===== src/rtl/rtag_pkg.sv =====
package rtag_pkg;

    // Default codes of the records the parser cares about
    localparam logic [3:0] END_NAME_DEF = 4'hF;
    localparam logic [6:0] KEY_TAG_DEF  = 7'h0D;
    localparam logic [5:0] KEY_SUB_DEF  = 6'h3C;

    typedef enum logic [3:0] {
        ST_HDR,
        ST_LLEN0,
        ST_LLEN1,
        ST_SKIP,
        ST_SUBHDR,
        ST_SLEN0,
        ST_SLEN1,
        ST_SUBBODY,
        ST_DONE
    } walk_st_e;

    typedef enum logic [1:0] {
        FIN_NONE,
        FIN_OK,
        FIN_ERR
    } fin_e;

    typedef struct packed {
        logic       is_large;
        logic [6:0] big_name;
        logic [3:0] small_name;
        logic [2:0] small_len;
    } tag_hdr_t;

    function automatic tag_hdr_t decode_hdr(input logic [7:0] b);
        tag_hdr_t h;
        h.is_large   = b[7];
        h.big_name   = b[6:0];
        h.small_name = b[6:3];
        h.small_len  = b[2:0];
        return h;
    endfunction

endpackage


===== src/rtl/rtag_index.sv =====
module rtag_index #(
    parameter int IDX_W = 16,
    parameter int LIMIT = 512
) (
    input  logic             clk,
    input  logic             rst,
    input  logic             take,
    output logic [IDX_W-1:0] idx,
    output logic             over
);
    always_ff @(posedge clk) begin
        if (rst) begin
            idx <= '0;
        end else if (take) begin
            idx <= idx + 1'b1;
        end
    end

    assign over = ({1'b0, idx} >= (IDX_W+1)'(LIMIT));
endmodule


===== src/rtl/rtag_capture.sv =====
module rtag_capture #(
    parameter int ID_BYTES = 8,
    parameter int IDX_W    = 16
) (
    input  logic                  clk,
    input  logic                  rst,
    input  logic                  arm,
    input  logic [IDX_W-1:0]      arm_off,
    input  logic                  byte_en,
    input  logic [7:0]            byte_in,
    output logic [8*ID_BYTES-1:0] value,
    output logic [IDX_W-1:0]      offset,
    output logic                  complete
);
    localparam int ID_W  = 8 * ID_BYTES;
    localparam int CNT_W = (ID_BYTES > 1) ? $clog2(ID_BYTES) : 1;

    logic [CNT_W-1:0] cnt;
    logic             active;

    always_ff @(posedge clk) begin
        if (rst) begin
            value    <= '0;
            offset   <= '0;
            cnt      <= '0;
            active   <= 1'b0;
            complete <= 1'b0;
        end else if (!complete) begin
            if (arm) begin
                active <= 1'b1;
                cnt    <= '0;
                offset <= arm_off;
            end else if (byte_en && active) begin
                value <= {value[ID_W-9:0], byte_in};
                if (cnt == CNT_W'(ID_BYTES - 1)) begin
                    complete <= 1'b1;
                    active   <= 1'b0;
                end else begin
                    cnt <= cnt + 1'b1;
                end
            end
        end
    end
endmodule


===== src/rtl/rtag_walker.sv =====
module rtag_walker
    import rtag_pkg::*;
#(
    parameter int         IDX_W    = 16,
    parameter int         LIMIT    = 512,
    parameter logic [3:0] END_NAME = END_NAME_DEF,
    parameter logic [6:0] KEY_TAG  = KEY_TAG_DEF,
    parameter logic [5:0] KEY_SUB  = KEY_SUB_DEF
) (
    input  logic             clk,
    input  logic             rst,
    input  logic             in_valid,
    input  logic [7:0]       in_byte,
    input  logic             in_last,
    input  logic [IDX_W-1:0] idx,
    input  logic             over,
    output logic             take,
    output logic             id_arm,
    output logic [IDX_W-1:0] id_arm_off,
    output logic             id_byte,
    output logic             done,
    output logic             ok
);
    localparam int EXT_W = ((IDX_W > 16) ? IDX_W : 16) + 1;

    walk_st_e    st, st_n;
    logic [15:0] remain, remain_n;
    logic [15:0] region, region_n;
    logic [7:0]  len_lo, len_lo_n;
    logic        key_q, key_n;
    logic        sub_id_q, sub_id_n;
    fin_e        fin;
    tag_hdr_t    hdr;
    logic [15:0] len16;

    function automatic logic reaches_limit(input logic [IDX_W-1:0] at,
                                           input logic [15:0]      n);
        return (EXT_W'(at) + EXT_W'(n)) >= EXT_W'(LIMIT);
    endfunction

    assign take       = in_valid && !done;
    assign hdr        = decode_hdr(in_byte);
    assign len16      = {in_byte, len_lo};
    assign id_arm_off = idx + 1'b1;

    always_comb begin
        st_n     = st;
        remain_n = remain;
        region_n = region;
        len_lo_n = len_lo;
        key_n    = key_q;
        sub_id_n = sub_id_q;
        fin      = FIN_NONE;
        id_arm   = 1'b0;
        id_byte  = 1'b0;
        if (take) begin
            if (over) begin
                fin = FIN_ERR;
            end else begin
                unique case (st)
                    ST_HDR: begin
                        if (hdr.is_large) begin
                            key_n = (hdr.big_name == KEY_TAG);
                            st_n  = ST_LLEN0;
                        end else if (hdr.small_name == END_NAME) begin
                            fin = FIN_OK;
                        end else if (reaches_limit(idx, 16'(hdr.small_len))) begin
                            fin = FIN_ERR;
                        end else if (hdr.small_len != 3'd0) begin
                            remain_n = 16'(hdr.small_len);
                            st_n     = ST_SKIP;
                        end
                    end
                    ST_LLEN0: begin
                        len_lo_n = in_byte;
                        st_n     = ST_LLEN1;
                    end
                    ST_LLEN1: begin
                        if (reaches_limit(idx, len16)) begin
                            fin = FIN_ERR;
                        end else if (len16 == 16'd0) begin
                            st_n = ST_HDR;
                        end else if (key_q) begin
                            region_n = len16;
                            st_n     = ST_SUBHDR;
                        end else begin
                            remain_n = len16;
                            st_n     = ST_SKIP;
                        end
                    end
                    ST_SKIP: begin
                        remain_n = remain - 16'd1;
                        if (remain == 16'd1) st_n = ST_HDR;
                    end
                    ST_SUBHDR: begin
                        region_n = region - 16'd1;
                        sub_id_n = (in_byte[5:0] == KEY_SUB);
                        st_n     = (region == 16'd1) ? ST_HDR : ST_SLEN0;
                    end
                    ST_SLEN0: begin
                        region_n = region - 16'd1;
                        len_lo_n = in_byte;
                        st_n     = (region == 16'd1) ? ST_HDR : ST_SLEN1;
                    end
                    ST_SLEN1: begin
                        region_n = region - 16'd1;
                        id_arm   = sub_id_q;
                        if (region == 16'd1) begin
                            st_n = ST_HDR;
                        end else if (len16 == 16'd0) begin
                            st_n = ST_SUBHDR;
                        end else begin
                            remain_n = len16;
                            st_n     = ST_SUBBODY;
                        end
                    end
                    ST_SUBBODY: begin
                        region_n = region - 16'd1;
                        remain_n = remain - 16'd1;
                        id_byte  = sub_id_q;
                        if (region == 16'd1) begin
                            st_n = ST_HDR;
                        end else if (remain == 16'd1) begin
                            st_n = ST_SUBHDR;
                        end
                    end
                    default: st_n = ST_DONE;
                endcase
            end
            if (fin == FIN_NONE && in_last) fin = FIN_ERR;
            if (fin != FIN_NONE) st_n = ST_DONE;
        end
    end

    always_ff @(posedge clk) begin
        if (rst) begin
            st       <= ST_HDR;
            remain   <= '0;
            region   <= '0;
            len_lo   <= '0;
            key_q    <= 1'b0;
            sub_id_q <= 1'b0;
            done     <= 1'b0;
            ok       <= 1'b0;
        end else begin
            st       <= st_n;
            remain   <= remain_n;
            region   <= region_n;
            len_lo   <= len_lo_n;
            key_q    <= key_n;
            sub_id_q <= sub_id_n;
            if (fin != FIN_NONE) begin
                done <= 1'b1;
                ok   <= (fin == FIN_OK);
            end
        end
    end
endmodule


===== src/rtl/rtag_parser.sv =====
module rtag_parser
    import rtag_pkg::*;
#(
    parameter int IDX_W    = 16,
    parameter int LIMIT    = 512,
    parameter int ID_BYTES = 8
) (
    input  logic                  clk,
    input  logic                  rst,
    input  logic                  in_valid,
    input  logic [7:0]            in_byte,
    input  logic                  in_last,
    output logic [8*ID_BYTES-1:0] id_value,
    output logic [IDX_W-1:0]      id_offset,
    output logic                  found,
    output logic                  done
);
    logic                  take;
    logic [IDX_W-1:0]      idx;
    logic                  over;
    logic                  id_arm;
    logic [IDX_W-1:0]      id_arm_off;
    logic                  id_byte;
    logic                  ok;
    logic [8*ID_BYTES-1:0] cap_value;
    logic [IDX_W-1:0]      cap_offset;
    logic                  cap_complete;

    rtag_index #(.IDX_W(IDX_W), .LIMIT(LIMIT)) u_index (
        .clk  (clk),
        .rst  (rst),
        .take (take),
        .idx  (idx),
        .over (over)
    );

    rtag_walker #(
        .IDX_W    (IDX_W),
        .LIMIT    (LIMIT),
        .END_NAME (END_NAME_DEF),
        .KEY_TAG  (KEY_TAG_DEF),
        .KEY_SUB  (KEY_SUB_DEF)
    ) u_walker (
        .clk        (clk),
        .rst        (rst),
        .in_valid   (in_valid),
        .in_byte    (in_byte),
        .in_last    (in_last),
        .idx        (idx),
        .over       (over),
        .take       (take),
        .id_arm     (id_arm),
        .id_arm_off (id_arm_off),
        .id_byte    (id_byte),
        .done       (done),
        .ok         (ok)
    );

    rtag_capture #(.ID_BYTES(ID_BYTES), .IDX_W(IDX_W)) u_capture (
        .clk      (clk),
        .rst      (rst),
        .arm      (id_arm && take),
        .arm_off  (id_arm_off),
        .byte_en  (id_byte && take),
        .byte_in  (in_byte),
        .value    (cap_value),
        .offset   (cap_offset),
        .complete (cap_complete)
    );

    assign found     = done && ok && cap_complete;
    assign id_value  = found ? cap_value  : '0;
    assign id_offset = found ? cap_offset : '0;
endmodule


===== config.mk =====
export PLATFORM = sky130hd
export DESIGN_NAME = rtag_parser
export DESIGN_NICKNAME = d
export VERILOG_FILES = /design/src/rtl/rtag_pkg.sv /design/src/rtl/rtag_index.sv /design/src/rtl/rtag_capture.sv /design/src/rtl/rtag_walker.sv /design/src/rtl/rtag_parser.sv
export SDC_FILE = /design/constraint.sdc
export NUM_CORES = 1
export LEC_CHECK = 0
export CORE_MARGIN = 2
export CORE_UTILIZATION = 35
export DETAILED_ROUTE_END_ITERATION = 8
export GPL_TIMING_DRIVEN = 1
export PLACE_DENSITY = 0.65
export SLEW_MARGIN = 30
export SYNTH_ARGS = -nofsm -noshare
export SYNTH_HDL_FRONTEND = slang
export SYNTH_SLANG_ARGS = --single-unit

===== constraint.sdc =====
create_clock -name clk -period 4.24 [get_ports clk]
set_clock_uncertainty 0.05 [all_clocks]
set_input_delay 0.848 -clock clk [delete_from_list [all_inputs] [get_ports clk]]
set_output_delay 0.848 -clock clk [all_outputs]
set_load 0.05 [all_outputs]

==> qor.yml <==
nets: 1168
coreArea_um2: 22800
overflow: 0
fp.dieH_um: 157
crit_fanout: 13
final_common_cell: "nand2_1"
reg2reg_depth: 12
routed_via_density: 5.15
cp-startpoint: "in_byte[0]"
syn_avg_cell_area_um2: 7.72
slew_headroom_pct: 41.5
synth_cells: 1060
setup_violations: 0
fin_crit_ns: 3.66
cts_tree: "yes"
firstDrtPassIters: 5
ioPinCount: 94
hp-class: "register to register"
hp-start: "u_capture.value[61]"
powerDensity_nw_per_um2: 320
totalPowerFinal_mw: 3.21
htreeDepth: 4
grt_antenna_before_repair: 0
antenna_cells: 0
yosysWarnings: 0
synth_cell_types: 75
p_leak_nw: 3.62
cts.clk_slew.worst_paths_ns: 0.07
reg2reg_slack_ns: 0.59
post-route-period-util_pct: 86.4
seq_area_frac_synth_pct: 36.5
drtIter0Drc: 740
hold_violations: 0
status: "complete, no violations"
hold_depth: 2
postRouteAntennaNets: 0
die_w_um: 157
insertion_delay_ns: 0.43
ctsResizeCount: 0
clk_path_buf_depth: 2
drc: 0
finalSetupTns_ns: 0
cap_violations: 0
peakVddDrop_uv: 238
grt_usage_pct: 18.0
num_vias: 7487
wire_per_inst_um: 15.1
hpwl_um: 15300
cts_made_buffers: 17
worstMarginPinSlew_ns: 0.876
clkSinkCount: 149
grt_pass1_wl_um: 35800
r2r_start: "u_walker.len_lo[0]"
ys_ff_latch: 149
rows: 55
io_buffer_count: 93
start_util_pct: 35.9
clock-root-buffer: "clkbuf_16"
crit_type: "input port to register"
synth_edf_count: 0
area_growth_pct: 22.5
timing.critical_path.to: "u_walker.remain[11]"
final_cell_mix: "nand2_1 (191), dfxtp_1 (149), a21oi_1 (127)"
ctsHoldBuffers: 0
grt_start_max_net_pins: 66
start_kind: "input port"
post_cts_buffers: 0
clock.fmax_mhz: 273
required_ns: 4.50
rr_endpoint: "u_walker.remain[11]"
drive_gt1_share_pct: 7.19
maxSlewViolCount: 0
routabilityCongestion: 0.917
routed_wl_um: 22000
rsz0062_at_grt: "false"
ys.flop_type: "dfxtp_1"
cp-end-kind: "register"
die-area_um2: 24600
synthesis.area_um2: 8180
synth_async_sr_flop_share_pct: 0
grt_pass1_vias: 6960
crit_arrival_ns: 3.92
syn-num-nets: 1101
-- synthesized netlist by cell type (all sizes together), types with 7 or more instances --
| library cell | count | area share [%] |
|---|---|---|
| nand3 | 28 | 1.7 |
| mux2i | 11 | 1.3 |
| and2 | 86 | 6.6 |
| xnor2 | 18 | 1.9 |
| clkbuf | 51 | 2.3 |
| inv | 17 | 0.78 |
| a21o | 7 | 0.64 |
| o32ai | 7 | 0.75 |
| a21oi | 129 | 8.1 |
| or3 | 11 | 0.84 |
| nor2 | 83 | 3.8 |
| nor3 | 26 | 1.7 |
| a31oi | 8 | 0.61 |
| buf | 21 | 1.6 |
| o21ai | 28 | 1.8 |
| nor4 | 13 | 1.1 |
| nand4 | 8 | 0.61 |
| and3 | 13 | 0.99 |
| nand2b | 12 | 0.92 |
| nand2 | 193 | 8.9 |
| nor2b | 8 | 0.61 |
| xor2 | 11 | 1.2 |
| a211oi | 20 | 2.2 |
| dfxtp | 149 | 36 |
| ha | 27 | 4.1 |
-- per-layer routing --
metal,part of all wire (%),GRT usage (%),vias to the layer above
li1,-,-,3824
met1,48,25.0,3437
met2,46,28.9,202
met3,4.8,2.99,24
met4,1.3,5.11,0
met5,0,0,-
-- power breakdown --
group | switching, mW | internal (mW) | leakage (nW)
sequential | 0.0163 | 1.41 | 1.20
clock | 0.696 | 0.845 | 0.287
combinational | 0.153 | 0.0877 | 2.13
total | 0.865 | 2.34 | 3.62
-- critical path: stages --
cell and delay, ns:
clkdlybuf4s50_1 0.47, ha_1 0.36, nand2_1 0.16, nor2_1 0.08
a2111o_1 0.47, and4_1 0.20, o211a_1 0.24, o2111a_2 0.30
o21bai_4 0.28, buf_4 0.25, mux2i_1 0.21, nor2_1 0.06
-- sequential cells by signal (all words and copies together), names as in the netlist --
register            cells
u_capture.value        64
u_capture.offset       16
u_index.idx            16
u_walker.region        16
u_walker.remain        16
u_walker.len_lo         8
u_walker.st             4
u_capture.cnt           3
u_capture.active        1
u_capture.complete      1
u_walker.done           1
u_walker.key_q          1
u_walker.ok             1
u_walker.sub_id_q       1
-- cell type report --
type,instances,area (um^2)
Fill cell,2285,12800
Multi-Input combinational cell,822,4820
Sequential cell,149,2980
Timing Repair Buffer,120,1160
Clock buffer,17,425
Tap cell,313,392
Clock inverter,15,181
Inverter,17,63.8
-- per-stage QoR --
stage	setup WS [ns]	cells	hold WS, ns	cell area [um^2]	util [%]
floorplan	0.972	1060	0.382	8180	-
global placement	0.248	1421	0.388	9420	41.3
detailed placement	0.169	1421	0.393	9420	41.3
CTS	0.616	1453	0.403	10000	44.0
global route	0.443	1453	0.417	10000	44.0
finish	0.577	1453	0.401	10000	44.0
-- worst min path at each step --
| stage | end | slack, ns |
|---|---|---|
| after detailed placement | u_capture.value[58] | 0.39 |
| after floorplan | u_capture.offset[1] | 0.38 |
| after CTS | u_capture.value[58] | 0.40 |
| final | u_capture.value[61] | 0.40 |
| after global routing | u_capture.value[62] | 0.42 |
| after global placement | u_capture.value[58] | 0.39 |
-- cell families (layout without fill, tap and decap cells) --
family	Yosys count	after routing	synth area share [%]
compound gates	253	253	20.1
xor+xnor	29	29	3.10
fa+ha+maj	29	29	4.62
buf+inv	89	169	4.76
flops	149	149	36.5
mux	11	11	1.35
simple gates	500	500	29.7
No activity file was read; power rests on OpenSTA's default activity.
